`config.mk`:
```
export PLATFORM = sky130hd
export DESIGN_NAME = calendar_alarm_match
export DESIGN_NICKNAME = d
export VERILOG_FILES = /design/src/rtl/calarm_pkg.sv /design/src/rtl/calarm_field_cmp.sv /design/src/rtl/calarm_flag_fsm.sv /design/src/rtl/calarm_ien_reg.sv /design/src/rtl/calendar_alarm_match.sv
export SDC_FILE = /design/constraint.sdc
export NUM_CORES = 1
export LEC_CHECK = 0
export BUFFER_PORTS_ARGS = -buffer_cell sky130_fd_sc_hd__buf_2
export CAP_MARGIN = 20
export CELL_PAD_IN_SITES_DETAIL_PLACEMENT = 1
export CELL_PAD_IN_SITES_GLOBAL_PLACEMENT = 2
export CORE_AREA = 5 5 64 95
export DETAILED_ROUTE_END_ITERATION = 12
export DIE_AREA = 0 0 69 100
export HOLD_SLACK_MARGIN = 0.05
export PLACE_DENSITY = 0.86
export SYNTH_ARGS = -nofsm -noshare
export SYNTH_HDL_FRONTEND = slang
export SYNTH_SLANG_ARGS = --single-unit
```
`constraint.sdc`:
```
create_clock -name clk -period 1.7 [get_ports clk]
set_input_delay 0.17 -clock clk [delete_from_list [all_inputs] [get_ports clk]]
set_output_delay 0.17 -clock clk [all_outputs]
set_load 0.005 [all_outputs]
```
`src/rtl/calarm_pkg.sv`:
```
package calarm_pkg;
    localparam int TIME_W    = 32;
    localparam int NFIELD    = 6;
    localparam int SEL_W     = 3;
    localparam int FLAG_W    = 16;
    localparam int ALARM_BIT = 8;

    // Lowest bit of calendar field i (seconds = 0 ... year = 5)
    function automatic int field_lo(input int i);
        case (i)
            0: return 0;
            1: return 6;
            2: return 12;
            3: return 17;
            4: return 22;
            default: return 26;
        endcase
    endfunction

    // Highest bit of calendar field i
    function automatic int field_hi(input int i);
        case (i)
            0: return 5;
            1: return 11;
            2: return 16;
            3: return 21;
            4: return 25;
            default: return 31;
        endcase
    endfunction

    typedef enum logic {
        ALM_IDLE    = 1'b0,
        ALM_LATCHED = 1'b1
    } alm_state_t;
endpackage

```
`src/rtl/calarm_field_cmp.sv`:
```
module calarm_field_cmp
    import calarm_pkg::*;
#(
    parameter int TW = TIME_W,
    parameter int NF = NFIELD,
    parameter int SW = SEL_W
) (
    input  logic [TW-1:0] time_word,
    input  logic [TW-1:0] alarm_word,
    input  logic [SW-1:0] sel,
    output logic          hit_raw
);
    logic [NF-1:0] fld_eq;
    logic [NF-1:0] fld_used;
    logic          sel_ok;

    generate
        for (genvar i = 0; i < NF; i++) begin : g_fld
            localparam int LO = field_lo(i);
            localparam int HI = field_hi(i);
            assign fld_eq[i]   = (time_word[HI:LO] == alarm_word[HI:LO]);
            assign fld_used[i] = (32'(sel) > i);
        end
    endgenerate

    assign sel_ok  = (sel != '0) && (32'(sel) <= NF);
    assign hit_raw = sel_ok && (&(fld_eq | ~fld_used));
endmodule

```
`src/rtl/calarm_flag_fsm.sv`:
```
module calarm_flag_fsm
    import calarm_pkg::*;
(
    input  logic clk,
    input  logic rst_n,
    input  logic hit,
    input  logic clr_wr,
    input  logic evt_en,
    input  logic clr_on_match,
    output logic flag,
    output logic evt_pulse,
    output logic cnt_clr_req
);
    alm_state_t state_q, state_d;

    always_comb begin
        state_d = state_q;
        unique case (state_q)
            ALM_IDLE:    if (hit)            state_d = ALM_LATCHED;
            ALM_LATCHED: if (clr_wr && !hit) state_d = ALM_IDLE;
            default:                         state_d = ALM_IDLE;
        endcase
    end

    always_ff @(posedge clk) begin
        if (!rst_n) state_q <= ALM_IDLE;
        else        state_q <= state_d;
    end

    always_ff @(posedge clk) begin
        if (!rst_n) begin
            evt_pulse   <= 1'b0;
            cnt_clr_req <= 1'b0;
        end else begin
            evt_pulse   <= hit && evt_en;
            cnt_clr_req <= hit && clr_on_match;
        end
    end

    assign flag = (state_q == ALM_LATCHED);
endmodule

```
`src/rtl/calarm_ien_reg.sv`:
```
module calarm_ien_reg (
    input  logic clk,
    input  logic rst_n,
    input  logic set_strb,
    input  logic clr_strb,
    output logic en
);
    always_ff @(posedge clk) begin
        if (!rst_n)        en <= 1'b0;
        else if (clr_strb) en <= 1'b0;
        else if (set_strb) en <= 1'b1;
    end
endmodule

```
`src/rtl/calendar_alarm_match.sv`:
```
module calendar_alarm_match
    import calarm_pkg::*;
(
    input  logic              clk,
    input  logic              rst_n,
    input  logic              tick,
    input  logic [TIME_W-1:0] time_word,
    input  logic [TIME_W-1:0] alarm_word,
    input  logic [SEL_W-1:0]  sel,
    input  logic              clr_on_match,
    input  logic              evt_en,
    input  logic              ien_set,
    input  logic              ien_clr,
    input  logic              flag_wr,
    input  logic [FLAG_W-1:0] flag_wdata,
    output logic              alarm_flag,
    output logic              irq,
    output logic              evt_pulse,
    output logic              cnt_clr_req
);
    logic hit_raw;
    logic hit;
    logic ien;
    logic clr_wr;

    calarm_field_cmp #(.TW(TIME_W), .NF(NFIELD), .SW(SEL_W)) u_cmp (
        .time_word (time_word),
        .alarm_word(alarm_word),
        .sel       (sel),
        .hit_raw   (hit_raw)
    );

    assign hit    = hit_raw && tick;
    assign clr_wr = flag_wr && flag_wdata[ALARM_BIT];

    calarm_flag_fsm u_fsm (
        .clk         (clk),
        .rst_n       (rst_n),
        .hit         (hit),
        .clr_wr      (clr_wr),
        .evt_en      (evt_en),
        .clr_on_match(clr_on_match),
        .flag        (alarm_flag),
        .evt_pulse   (evt_pulse),
        .cnt_clr_req (cnt_clr_req)
    );

    calarm_ien_reg u_ien (
        .clk     (clk),
        .rst_n   (rst_n),
        .set_strb(ien_set),
        .clr_strb(ien_clr),
        .en      (ien)
    );

    assign irq = alarm_flag && ien;
endmodule

```
==> results.md, run 1 <==
* Launch instance of the worst register-to-register path: u_ien.en$_SDFFE_PP0P_
* Number of hold-repair buffers added at the cts stage at 0
* Horizontal die dimension at 69 microns
* Critical Setup Path Class: input port to flip-flop
* Avg Vias per Cell at 3.67
* Unrepaired setup endpoints after global routing: false
* Number of port buffers at 79
* DRC violations left at 0
* Cells along the critical path: buf_2, xnor2_1, nand3_1, o31ai_1, o2111ai_1, nor3_1
* Gr usage total at 6.35%
* Leak at 0.000500 uW
* Routed wire length per instance at 10.7 microns
* Origin of the worst min-delay path: ien_clr
* Pin count of the biggest net entering global routing at 8
* Number of cell instances on the worst register-to-register path at 2
* Share of the yosys chip area belonging to registers at 14.7%
* Clock insertion delay at the later pin of the skew report at roughly 0.21 ns
* Worst path setup slack after routing at 0.548 ns
* Critical-path maximum fanout at 3
* Number of core rows at 32
* Transition time at the pin with the least slew margin at 0.378 ns
* Reg2reg end: u_ien.en$_SDFFE_PP0P_
* Type of the worst min-delay path: input port to flip-flop
* Worst path required time at ~1.8 ns
* I/O pins at 95
* Number of max-slew violations in the final report at 0
* Clk root buf: sky130_fd_sc_hd__clkbuf_8
* Via count at 799
* Via count of the first global-routing pass at 883
* Die boundary height at 100 microns
* Clk sink count at 4
* Routability Congestion at 0.734
* Standard cell with the maximum stage delay on the critical path: sky130_fd_sc_hd__o31ai_1
* CTS tree: yes
* Grt ovf at 0
* Critical path endpoint category: flip-flop
* Number of nets in the synthesized netlist at 159
* Power density of the placed cells at 453 mW/mm^2
* Endpoint, Worst Hold: u_ien.en$_SDFFE_PP0P_
* Area growth, synth to finish at 95.9%
* Power consumption at between 400 and 500 uW
* Number of setup buffers added after CTS at 0
* Portion of the clock cycle consumed by the worst path in the final layout at 67.7%
* Worst setup path startpoint: alarm_word[21]
* Worst setup slack after placement at 0.331 ns
* Critical path buffer and inverter count at 1
* Post-synthesis average cell area at 8.00 sq um
* Total of warnings raised by yosys at 0
* Max_cap viols at 0
* Initial DRC count at 3
* Wire length of the first global-routing pass at roughly 3600 microns
* Category of cells accounting for the largest share of critical-path delay: compound AO/OA/AOI/OAI gates
* Layout cells sized above 1 at a little under three fifths
* Maximum clock skew at final layout at 0 ns
* Die footprint at 0.00690 sq mm
* Worst-case headroom to the max-slew limit at 74.8%
* Largest vdd supply drop at 0.124 mV
* Total negative slack for setup checks at 0 ns
* Core area at 0.00512 sq mm
* Highest clock frequency the design can meet at between 800 and 900 MHz
* Final HPWL from detailed placement at 2220 microns
* Final hold vios at 0
* Unique masters post-synth at 20
* Slack of the worst reg-to-reg path at around 1.1 ns
* Synthesis-stage register bit count at 4
* Result of the run: completed
* Synth Cell Area at about 540 sq um
* Number of buffers added by the clock tree synthesis step at 3
* CP arrival at 1.28 ns
* Initial Util at 10.6%
* Number of cells on the worst hold path at 2
* Instance count of the mapped netlist at between 60 and 70
* Number of search-and-repair iterations in the first detailed-routing pass at 2
* Clk slew on worst S/H paths at 0.03 ns
* Final setup violation count at 0
* Cts repair resizes at 0
* Antenna violations before repair at 0
* Detailed-route wire length at 2340 microns
* Number of diodes added for antenna fixing at 0
* Post-DRT Antenna Nets at 0
* Shortest period the worst path allows at 1.15 ns
* CTS HTree Levels at 1
* CP startpoint kind: input port
* Net count reported at finish at roughly 240
* Number of buffers on the longest clock path at 2
* Worst stage delay on the critical path at 0.33 ns
-- final cells by class --
class,count,area (sq um)
Inverter,2,7.51
Clock buffer,3,41.3
Tap cell,68,85.1
Timing Repair Buffer,79,395
Multi-Input combinational cell,62,457
Sequential cell,4,80.1
Fill cell,690,4060
-- cells in the final DEF (no fill, tap or decap), drive strengths merged, types with 3 or more instances in the layout --
cell type / synthesis / routed
clkbuf: 0 / 3
nand4: 4 / 4
nor3: 6 / 6
xnor2: 24 / 24
xor2: 8 / 8
nand3: 4 / 4
dfxtp: 4 / 4
buf: 0 / 79
-- power breakdown --
part           total (uW)  internal [uW]  switching [uW]  leakage (uW)
Combinational         191            117            73.6      0.000446
Sequential           96.3           95.8           0.461     0.0000324
Clock                 196            151            44.9     0.0000216
Total                 483            364             119      0.000500
-- registers in the layout (all words and copies together) (netlist names) --
register           flops
u_fsm.flag             1
u_fsm.evt_pulse        1
u_fsm.cnt_clr_req      1
u_ien.en               1
-- cells in the mapped netlist --
master	count	area (sq um)
sky130_fd_sc_hd__nor2b_1	1	6.26
sky130_fd_sc_hd__o31ai_1	1	7.51
sky130_fd_sc_hd__nand2b_1	1	6.26
sky130_fd_sc_hd__nor3b_1	1	7.51
sky130_fd_sc_hd__o32ai_1	1	8.76
sky130_fd_sc_hd__nand3_1	4	20.0
sky130_fd_sc_hd__xor2_1	8	70.1
sky130_fd_sc_hd__o21ba_2	1	10.0
sky130_fd_sc_hd__xnor2_1	24	210
sky130_fd_sc_hd__nand4_1	4	25.0
sky130_fd_sc_hd__o221ai_1	1	8.76
sky130_fd_sc_hd__nor2_1	2	7.51
sky130_fd_sc_hd__a21oi_1	2	10.0
sky130_fd_sc_hd__o2111ai_1	1	8.76
sky130_fd_sc_hd__nand2_1	1	3.75
sky130_fd_sc_hd__nor3_1	6	30.0
sky130_fd_sc_hd__dfxtp_1	4	80.1
sky130_fd_sc_hd__o21ai_1	2	10.0
sky130_fd_sc_hd__and2_1	1	6.26
sky130_fd_sc_hd__inv_1	2	7.51
-- through the flow --
stage / cell area (sq um) / hold slack (ns) / utilization [%] / cells
floorplan: 544 / 0.246 / - / 68
global placement: 1020 / 0.336 / 20.0 / 215
detailed placement: 1020 / 0.342 / 20.0 / 215
CTS: 1070 / 0.124 / 20.8 / 218
global route: 1070 / 0.134 / 20.8 / 218
finish: 1070 / 0.126 / 20.8 / 218
-- worst max path at each step --
| stage | cells after the start | end |
|---|---|---|
| after floorplan | 5 | u_fsm.cnt_clr_req$_SDFF_PN0_ |
| after global placement | 6 | u_fsm.cnt_clr_req$_SDFF_PN0_ |
| after detailed placement | 6 | u_fsm.evt_pulse$_SDFF_PN0_ |
| after CTS | 6 | u_fsm.evt_pulse$_SDFF_PN0_ |
| after global routing | 6 | u_fsm.evt_pulse$_SDFF_PN0_ |
| final | 6 | u_fsm.evt_pulse$_SDFF_PN0_ |
-- per-layer routing --
| layer | GRT usage (%) | wire length, microns | vias to the layer above |
|---|---|---|---|
| li1 | - | - | 401 |
| met1 | 5.54 | 738 | 350 |
| met2 | 13.2 | 1340 | 46 |
| met3 | 2.30 | 262 | 2 |
| met4 | 1.80 | 4 | 0 |
| met5 | 0 | 0 | - |
-- logic make-up (layout without fill, tap and decap cells) --
family / count (synthesis) / count (layout) / share of synthesized area, %
and+or+nand+nor: 21 / 21 / 20.7
AOI/OAI and AO/OA: 9 / 9 / 11.7
buffers and inverters: 2 / 84 / 1.38
xor gates and xnor gates: 32 / 32 / 51.5
DFF: 4 / 4 / 14.7
(Power assumes the default switching activity.)
==> run 2: changes to the inputs <==
- CORE_AREA: 5 5 64 95 -> 5 5 67 99
- DIE_AREA: 0 0 69 100 -> 0 0 72 104
- PLACE_DENSITY: 0.86 -> 0.8
- clock period: 1.7 -> 1.2 ns (I/O delays scaled with it)
==> results.md, run 2 (synthesis results as in run 1) <==
* Unrepaired setup endpoints after global routing: false
* Number of cell instances on the worst register-to-register path at 2 (unchanged)
* Power consumption at 698 uW (+45%)
* Endpoint, Worst Hold: u_ien.en$_SDFFE_PP0P_
* Net count reported at finish at 245 (+0.82%)
* I/O pins at 95 (unchanged)
* Leak at 0.000511 uW (+2.1%)
* Via count at 808 (+1.1%)
* Number of search-and-repair iterations in the first detailed-routing pass at 3 (+1)
* Number of cells on the worst hold path at 2 (unchanged)
* Number of hold-repair buffers added at the cts stage at 0 (unchanged)
* Via count of the first global-routing pass at 888 (+0.57%)
* Footprint of the multi-input gates at 479 sq um (+4.9%)
* Worst stage delay on the critical path at 0.30 ns (-0.03 ns)
* Reg2reg end: u_ien.en$_SDFFE_PP0P_
* Detailed-route wire length at 2390 microns (+2.2%)
* Routed wire length per instance at 10.7 microns (-0.52%)
* Number of diodes added for antenna fixing at 0 (unchanged)
* Clk root buf: sky130_fd_sc_hd__clkbuf_8
* Area growth, synth to finish at 104%
* DRC violations left at 0 (unchanged)
* CP arrival at 1.19 ns (-0.09 ns)
* CTS HTree Levels at 1 (unchanged)
* Launch instance of the worst register-to-register path: u_ien.en$_SDFFE_PP0P_
* Critical-path maximum fanout at 3 (unchanged)
* Cell area reported after detailed placement at 0.00105 sq mm (+2.7%)
* Standard cell with the maximum stage delay on the critical path: sky130_fd_sc_hd__o32ai_1
* Routability Congestion at 0.689 (-6.0%)
* Critical Setup Path Class: input port to flip-flop
* Final setup violation count at 0 (unchanged)
* Slack of the worst reg-to-reg path at 0.61 ns (-0.47 ns)
* Gr usage total at 6.40% (+0.045 points)
* Portion of the clock cycle consumed by the worst path in the final layout at 87.8%
* Worst path required time at 1.34 ns (-0.49 ns)
* Initial DRC count at 4 (+1)
* Transition time at the pin with the least slew margin at 0.305 ns (-0.0723 ns)
* Worst-case headroom to the max-slew limit at 79.6% (+4.8 points)
* CTS tree: yes
* Pin count of the biggest net entering global routing at 7 (-1)
* Largest vdd supply drop at 0.178 mV (+43%)
* Highest clock frequency the design can meet at 949 MHz
* Number of setup buffers added after CTS at 0 (unchanged)
* Clk sink count at 4 (unchanged)
* Area taken by flip-flops and latches at 80.1 sq um (unchanged)
* Post-DRT Antenna Nets at 0 (unchanged)
* Post-route standard cell area excluding fillers at 0.00111 sq mm (+4.0%)
* Final hold vios at 0 (unchanged)
* Origin of the worst min-delay path: ien_clr
* Die footprint at 0.00749 sq mm (+8.5%)
* Grt ovf at 0 (unchanged)
* Max_cap viols at 0 (unchanged)
* Commonest non-fill, non-tap cells in the layout: 79 x sky130_fd_sc_hd__buf_2, 24 x sky130_fd_sc_hd__xnor2_1, 8 x sky130_fd_sc_hd__xor2_1
* Initial Util at 9.55% (-1.1 points)
* Number of port buffers at 79 (unchanged)
* Die boundary height at 104 microns (+4.0%)
* Most common library cell in the layout ignoring fill and taps: sky130_fd_sc_hd__buf_2
* Final HPWL from detailed placement at 2280 microns (+2.6%)
* Result of the run: completed
* Critical path endpoint category: flip-flop
* Number of buffers added by the clock tree synthesis step at 3 (unchanged)
* Number of max-slew violations in the final report at 0 (unchanged)
* Category of cells accounting for the largest share of critical-path delay: compound AO/OA/AOI/OAI gates
* Core area at 0.00570 sq mm (+11%)
* Wire length of the first global-routing pass at 3740 microns (+3.4%)
* CP startpoint kind: input port
* Clk slew on worst S/H paths at 0.03 ns (about the same)
* Clock insertion delay at the later pin of the skew report at 0.22 ns (about the same)
* Shortest period the worst path allows at 1.05 ns
* Antenna violations before repair at 0 (unchanged)
* Number of core rows at 34 (+6.3%)
* Cells along the critical path: buf_2, xnor2_1, nand4_1, o32ai_1, o221ai_2, nor3_1
* Number of buffers on the longest clock path at 2 (unchanged)
* Power density of the placed cells at 630 mW/mm^2 (+39%)
* Critical path buffer and inverter count at 1 (unchanged)
* Horizontal die dimension at 72 microns (+4.3%)
* Type of the worst min-delay path: input port to flip-flop
* Layout cells sized above 1 at 58.6% (+3.2 points)
* Layout fillers at 742 (+7.5%)
* Avg Vias per Cell at 3.61 (-1.6%)
* Maximum clock skew at final layout at 0 ns (unchanged)
[run 2: report_power, final]
| part | leakage (uW) | switching [uW] | internal [uW] |
|---|---|---|---|
| clock | 0.0000216 | 66.8 | 214 |
| combinational | 0.000457 | 110 | 172 |
| sequential | 0.0000324 | 0.624 | 136 |
[run 2: metrics by stage]
| stage | hold WS [ns] | setup TNS [ns] | instances | util, % | setup slack [ns] |
|---|---|---|---|---|---|
| after floorplan | 0.196 | 0 | 68 | - | 0.227 |
| after global placement | 0.288 | -0.206 | 222 | 18.5 | -0.0792 |
| after detailed placement | 0.292 | -0.468 | 222 | 18.5 | -0.177 |
| after CTS | 0.0661 | 0 | 225 | 19.2 | 0.0361 |
| after global routing | 0.0738 | 0 | 224 | 19.4 | 0.0171 |
| final | 0.0688 | 0 | 224 | 19.4 | 0.146 |
[run 2: layer usage]
metal / routed length [microns] / part of all wire, % / global-route usage (%)
met1: 736 / 31 / 5.33
met2: 1330 / 55 / 12.5
met3: 279 / 12 / 2.03
met4: 51 / 2.1 / 3.63
met5: 0 / 0 / 0
[run 2: timing repair]
action                                  4_1_cts  5_1_grt
gates resized for setup                       0        4
endpoints found under the setup margin        0        3
endpoints found under the hold margin         0        0
[run 2: cell type report]
cell class	instances	area share, %
Multi-Input combinational cell	62	43.2
Timing Repair Buffer	81	37.0
Tap cell	72	8.13
Sequential cell	4	7.22
Clock buffer	3	3.72
Inverter	2	0.677
[run 2: worst max path at each step]
stage               slack [ns]            from                            to  cells after the start
finish                    0.15   alarm_word[8]  u_fsm.cnt_clr_req$_SDFF_PN0_                      6
CTS                       0.04  alarm_word[24]    u_fsm.evt_pulse$_SDFF_PN0_                      6
detailed placement       -0.18  alarm_word[24]    u_fsm.evt_pulse$_SDFF_PN0_                      6
global placement         -0.08   alarm_word[6]  u_fsm.cnt_clr_req$_SDFF_PN0_                      6
floorplan                 0.23   alarm_word[6]  u_fsm.cnt_clr_req$_SDFF_PN0_                      5
global route              0.02  alarm_word[10]  u_fsm.cnt_clr_req$_SDFF_PN0_                      6
==> run 3: changes to the inputs <==
- ABC_AREA: not set -> 1
- CORE_AREA: 5 5 67 99 -> 5 5 73 108
- DIE_AREA: 0 0 72 104 -> 0 0 78 113
- PLACE_DENSITY: 0.8 -> 0.86
- RECOVER_POWER: not set -> 25
==> results.md, run 3 <==
* Critical Setup Path Class: input port to flip-flop
* Transition time at the pin with the least slew margin at 0.173 ns (-0.132 ns)
* Total negative slack for setup checks at 0 ns (unchanged)
* Number of diodes added for antenna fixing at 0 (unchanged)
* Grt ovf at 0 (unchanged)
* Cts repair resizes at 0 (unchanged)
* Most instantiated library cell after synthesis: sky130_fd_sc_hd__nand2_1
* I/O pins at 95 (unchanged)
* Hold slack at 0.0675 ns (-0.00127 ns)
* CTS tree: yes
* Routability Congestion at 0.660 (-4.3%)
* Largest vdd supply drop at 0.154 mV (-13%)
* Clock insertion delay at the later pin of the skew report at 0.22 ns (about the same)
* Library cell with the largest summed area after synthesis: sky130_fd_sc_hd__nand2_1
* Final HPWL from detailed placement at 3090 microns (+36%)
* Worst setup path startpoint: sel[2]
* Pin count of the biggest net entering global routing at 6 (-1)
* Layout cells sized above 1 at 32.6% (-26 points)
* CP arrival at 1.08 ns (-0.11 ns)
* Cell total after placement at 348 (+57%)
* Synthesis-stage register bit count at 4 (unchanged)
* Commonest non-fill, non-tap cells in the layout: 80 x sky130_fd_sc_hd__nand2_1, 78 x sky130_fd_sc_hd__buf_2, 49 x sky130_fd_sc_hd__inv_1
* CTS HTree Levels at 1 (unchanged)
* Die footprint at 0.00881 sq mm (+18%)
* Adder-cell share of the synthesized area at 0% (unchanged)
* Shortest period the worst path allows at 0.931 ns (-0.122 ns)
* Area growth, synth to finish at 61.8%
* Total of warnings raised by yosys at 0 (unchanged)
* Worst path required time at 1.35 ns (about the same)
* Result of the run: completed
* Routed wire length per instance at 9.04 microns (-15%)
* Critical path endpoint: u_fsm.cnt_clr_req$_SDFF_PN0_
* Proportion of synthesized area in mux cells at 0% (unchanged)
* Post-DRT Antenna Nets at 0 (unchanged)
* Slack of the worst reg-to-reg path at 0.59 ns (-0.02 ns)
* Instance count of the mapped netlist at 191 (+180%)
* Leak at 0.000983 uW (+93%)
* Most common library cell in the layout ignoring fill and taps: sky130_fd_sc_hd__nand2_1
* Via count at 1317 (+63%)
* Initial DRC count at 15 (+11)
* Horizontal die dimension at 78 microns (+8.3%)
* Initial Util at 12.7% (+3.1 points)
* CP startpoint kind: input port
* Critical path endpoint category: flip-flop
* Share of the yosys chip area belonging to registers at 9.29% (-5.4 points)
* Avg Vias per Cell at 3.75 (+4.0%)
* Number of port buffers at 79 (unchanged)
* Worst-case headroom to the max-slew limit at 88.3% (+8.8 points)
* Detailed-route wire length at 3170 microns (+33%)
* Number of synthesized flops with an enable pin at 0 (unchanged)
* Via count of the first global-routing pass at 1408 (+59%)
* Max_cap viols at 0 (unchanged)
* DRC violations left at 0 (unchanged)
* Number of search-and-repair iterations in the first detailed-routing pass at 3 (unchanged)
* Most used DFF post-synth: sky130_fd_sc_hd__dfxtp_1
* Number of cell instances on the worst register-to-register path at 2 (unchanged)
* Number of nets in the synthesized netlist at 282 (+77%)
* Clk root buf: sky130_fd_sc_hd__clkbuf_8
* Post-synthesis share of cell area spent on and, or, nand and nor gates at 59.7% (+39 points)
* Die boundary height at 113 microns (+8.7%)
* Power consumption at 751 uW (+7.5%)
* Synth Cell Area at 862 sq um (+58%)
* Unique masters post-synth at 17 (-15%)
* Number of core rows at 37 (+8.8%)
* Synthesized-area fraction occupied by xor and xnor cells at 7.11% (-44 points)
* Power density of the placed cells at 538 mW/mm^2 (-15%)
* Most common library cells after synthesis: 80 x sky130_fd_sc_hd__nand2_1, 49 x sky130_fd_sc_hd__inv_1, 34 x sky130_fd_sc_hd__nor2_1, 6 x sky130_fd_sc_hd__nand3_1, 5 x sky130_fd_sc_hd__xor2_1
* Final setup violation count at 0 (unchanged)
* Number of max-slew violations in the final report at 0 (unchanged)
* Core area at 0.00681 sq mm (+19%)
* Share of the synthesized area in compound gates (AO/OA/AOI/OAI) at 2.18% (-9.5 points)
* Number of setup buffers added after CTS at 0 (unchanged)
* Antenna violations before repair at 0 (unchanged)
* Gr usage total at 7.05% (+0.66 points)
* Clk slew on worst S/H paths at 0.03 ns (about the same)
* Finished Layout Cells at 351 (+57%)
* Synth async-reset ratio at 0% (unchanged)
* Clk sink count at 4 (unchanged)
* Number of buffers on the longest clock path at 2 (unchanged)
* Combinational family with the most area after synthesis: simple AND/OR/NAND/NOR gates
* Net count reported at finish at 366 (+49%)
* Maximum clock skew at final layout at 0 ns (unchanged)
* Biggest area contributors in the synthesized netlist: sky130_fd_sc_hd__nand2_1 35%, sky130_fd_sc_hd__inv_1 21%, sky130_fd_sc_hd__nor2_1 15%, sky130_fd_sc_hd__dfxtp_1 9.3%, sky130_fd_sc_hd__xor2_1 5.1%
* Critical-path maximum fanout at 5 (+2)
* Final hold vios at 0 (unchanged)
* Unrepaired setup endpoints after global routing: false
* Launch instance of the worst register-to-register path: u_fsm.flag$_SDFF_PN0_
* Reg2reg end: u_fsm.flag$_SDFF_PN0_
* Portion of the clock cycle consumed by the worst path in the final layout at 77.6% (-10 points)
* Number of hold-repair buffers added at the cts stage at 0 (unchanged)
* Highest clock frequency the design can meet at 1070 MHz (+13%)
* Wire length of the first global-routing pass at 5280 microns (+41%)
* Synth top area share at 34.8% (-3.8 points)
* Number of buffers added by the clock tree synthesis step at 3 (unchanged)
* Type of the worst min-delay path: input port to flip-flop
* Post-synthesis average cell area at 4.51 sq um (-44%)
-- run 3: changes by cell type in the layout (fill, tap and decap cells not counted), sizes merged, moves of 2 or more --
| cell | previous run | this run |
|---|---|---|
| buf | 81 | 78 |
| inv | 2 | 50 |
| nand2 | 1 | 82 |
| nand3 | 4 | 6 |
| nand4 | 4 | 0 |
| nor2 | 2 | 36 |
| nor3 | 6 | 1 |
| xnor2 | 24 | 2 |
| xor2 | 8 | 5 |
-- run 3: per-layer routing --
metal	global-route usage, %	vias up	wire length [microns]
met3	1.67	3	227
met5	0	-	0
met4	1.35	0	28
met1	6.07	575	1010
met2	15.4	40	1910
li1	-	699	-
-- run 3: cell type report --
cell class / count / area, sq um
well taps: 78 / 97.6
repair buffers: 79 / 394
fillers: 933 / 5410
flip-flops and latches: 4 / 80.1
clock buffers: 3 / 41.3
inverters: 50 / 188
multi-input cells: 137 / 594
-- run 3: worst max-delay path, cell delays in order --
cell                      delay (ns)
sky130_fd_sc_hd__buf_2          0.13
sky130_fd_sc_hd__or2_4          0.26
sky130_fd_sc_hd__nor2_4         0.11
sky130_fd_sc_hd__inv_2          0.04
sky130_fd_sc_hd__nand2_2        0.06
sky130_fd_sc_hd__nand2_1        0.06
sky130_fd_sc_hd__nor2_2         0.08
sky130_fd_sc_hd__nand3_1        0.11
sky130_fd_sc_hd__nor2_1         0.11
-- run 3: worst min-delay path by stage --
stage | startpoint | to | slack, ns | depth (start not counted)
3_3_place_gp | ien_clr | u_ien.en$_SDFFE_PP0P_ | 0.29 | 2
5_1_grt | ien_clr | u_ien.en$_SDFFE_PP0P_ | 0.08 | 2
3_5_place_dp | ien_clr | u_ien.en$_SDFFE_PP0P_ | 0.29 | 2
6_report | ien_clr | u_ien.en$_SDFFE_PP0P_ | 0.07 | 2
4_1_cts | ien_clr | u_ien.en$_SDFFE_PP0P_ | 0.07 | 2
2_1_floorplan | ien_clr | u_ien.en$_SDFFE_PP0P_ | 0.20 | 1
-- run 3: kinds of logic after synthesis --
kind of cell / count (synthesis)
simple gates: 127
buf+inv: 50
compound gates: 3
flops: 4
xor+xnor: 7
-- run 3: power by group --
group | switching (uW) | total, uW | internal [uW]
Combinational | 163 | 329 | 166
Clock | 71.2 | 285 | 214
Sequential | 0.819 | 137 | 136
Total | 235 | 751 | 516
-- run 3: stage by stage --
stage                     utilization, %  cell area, sq um  setup slack, ns
after detailed placement            19.9              1360           0.0101
after global routing                20.5              1400            0.123
after global placement              19.9              1360           0.0728
final                               20.5              1400            0.269
after CTS                           20.5              1400            0.237
after floorplan                        -               862            0.319
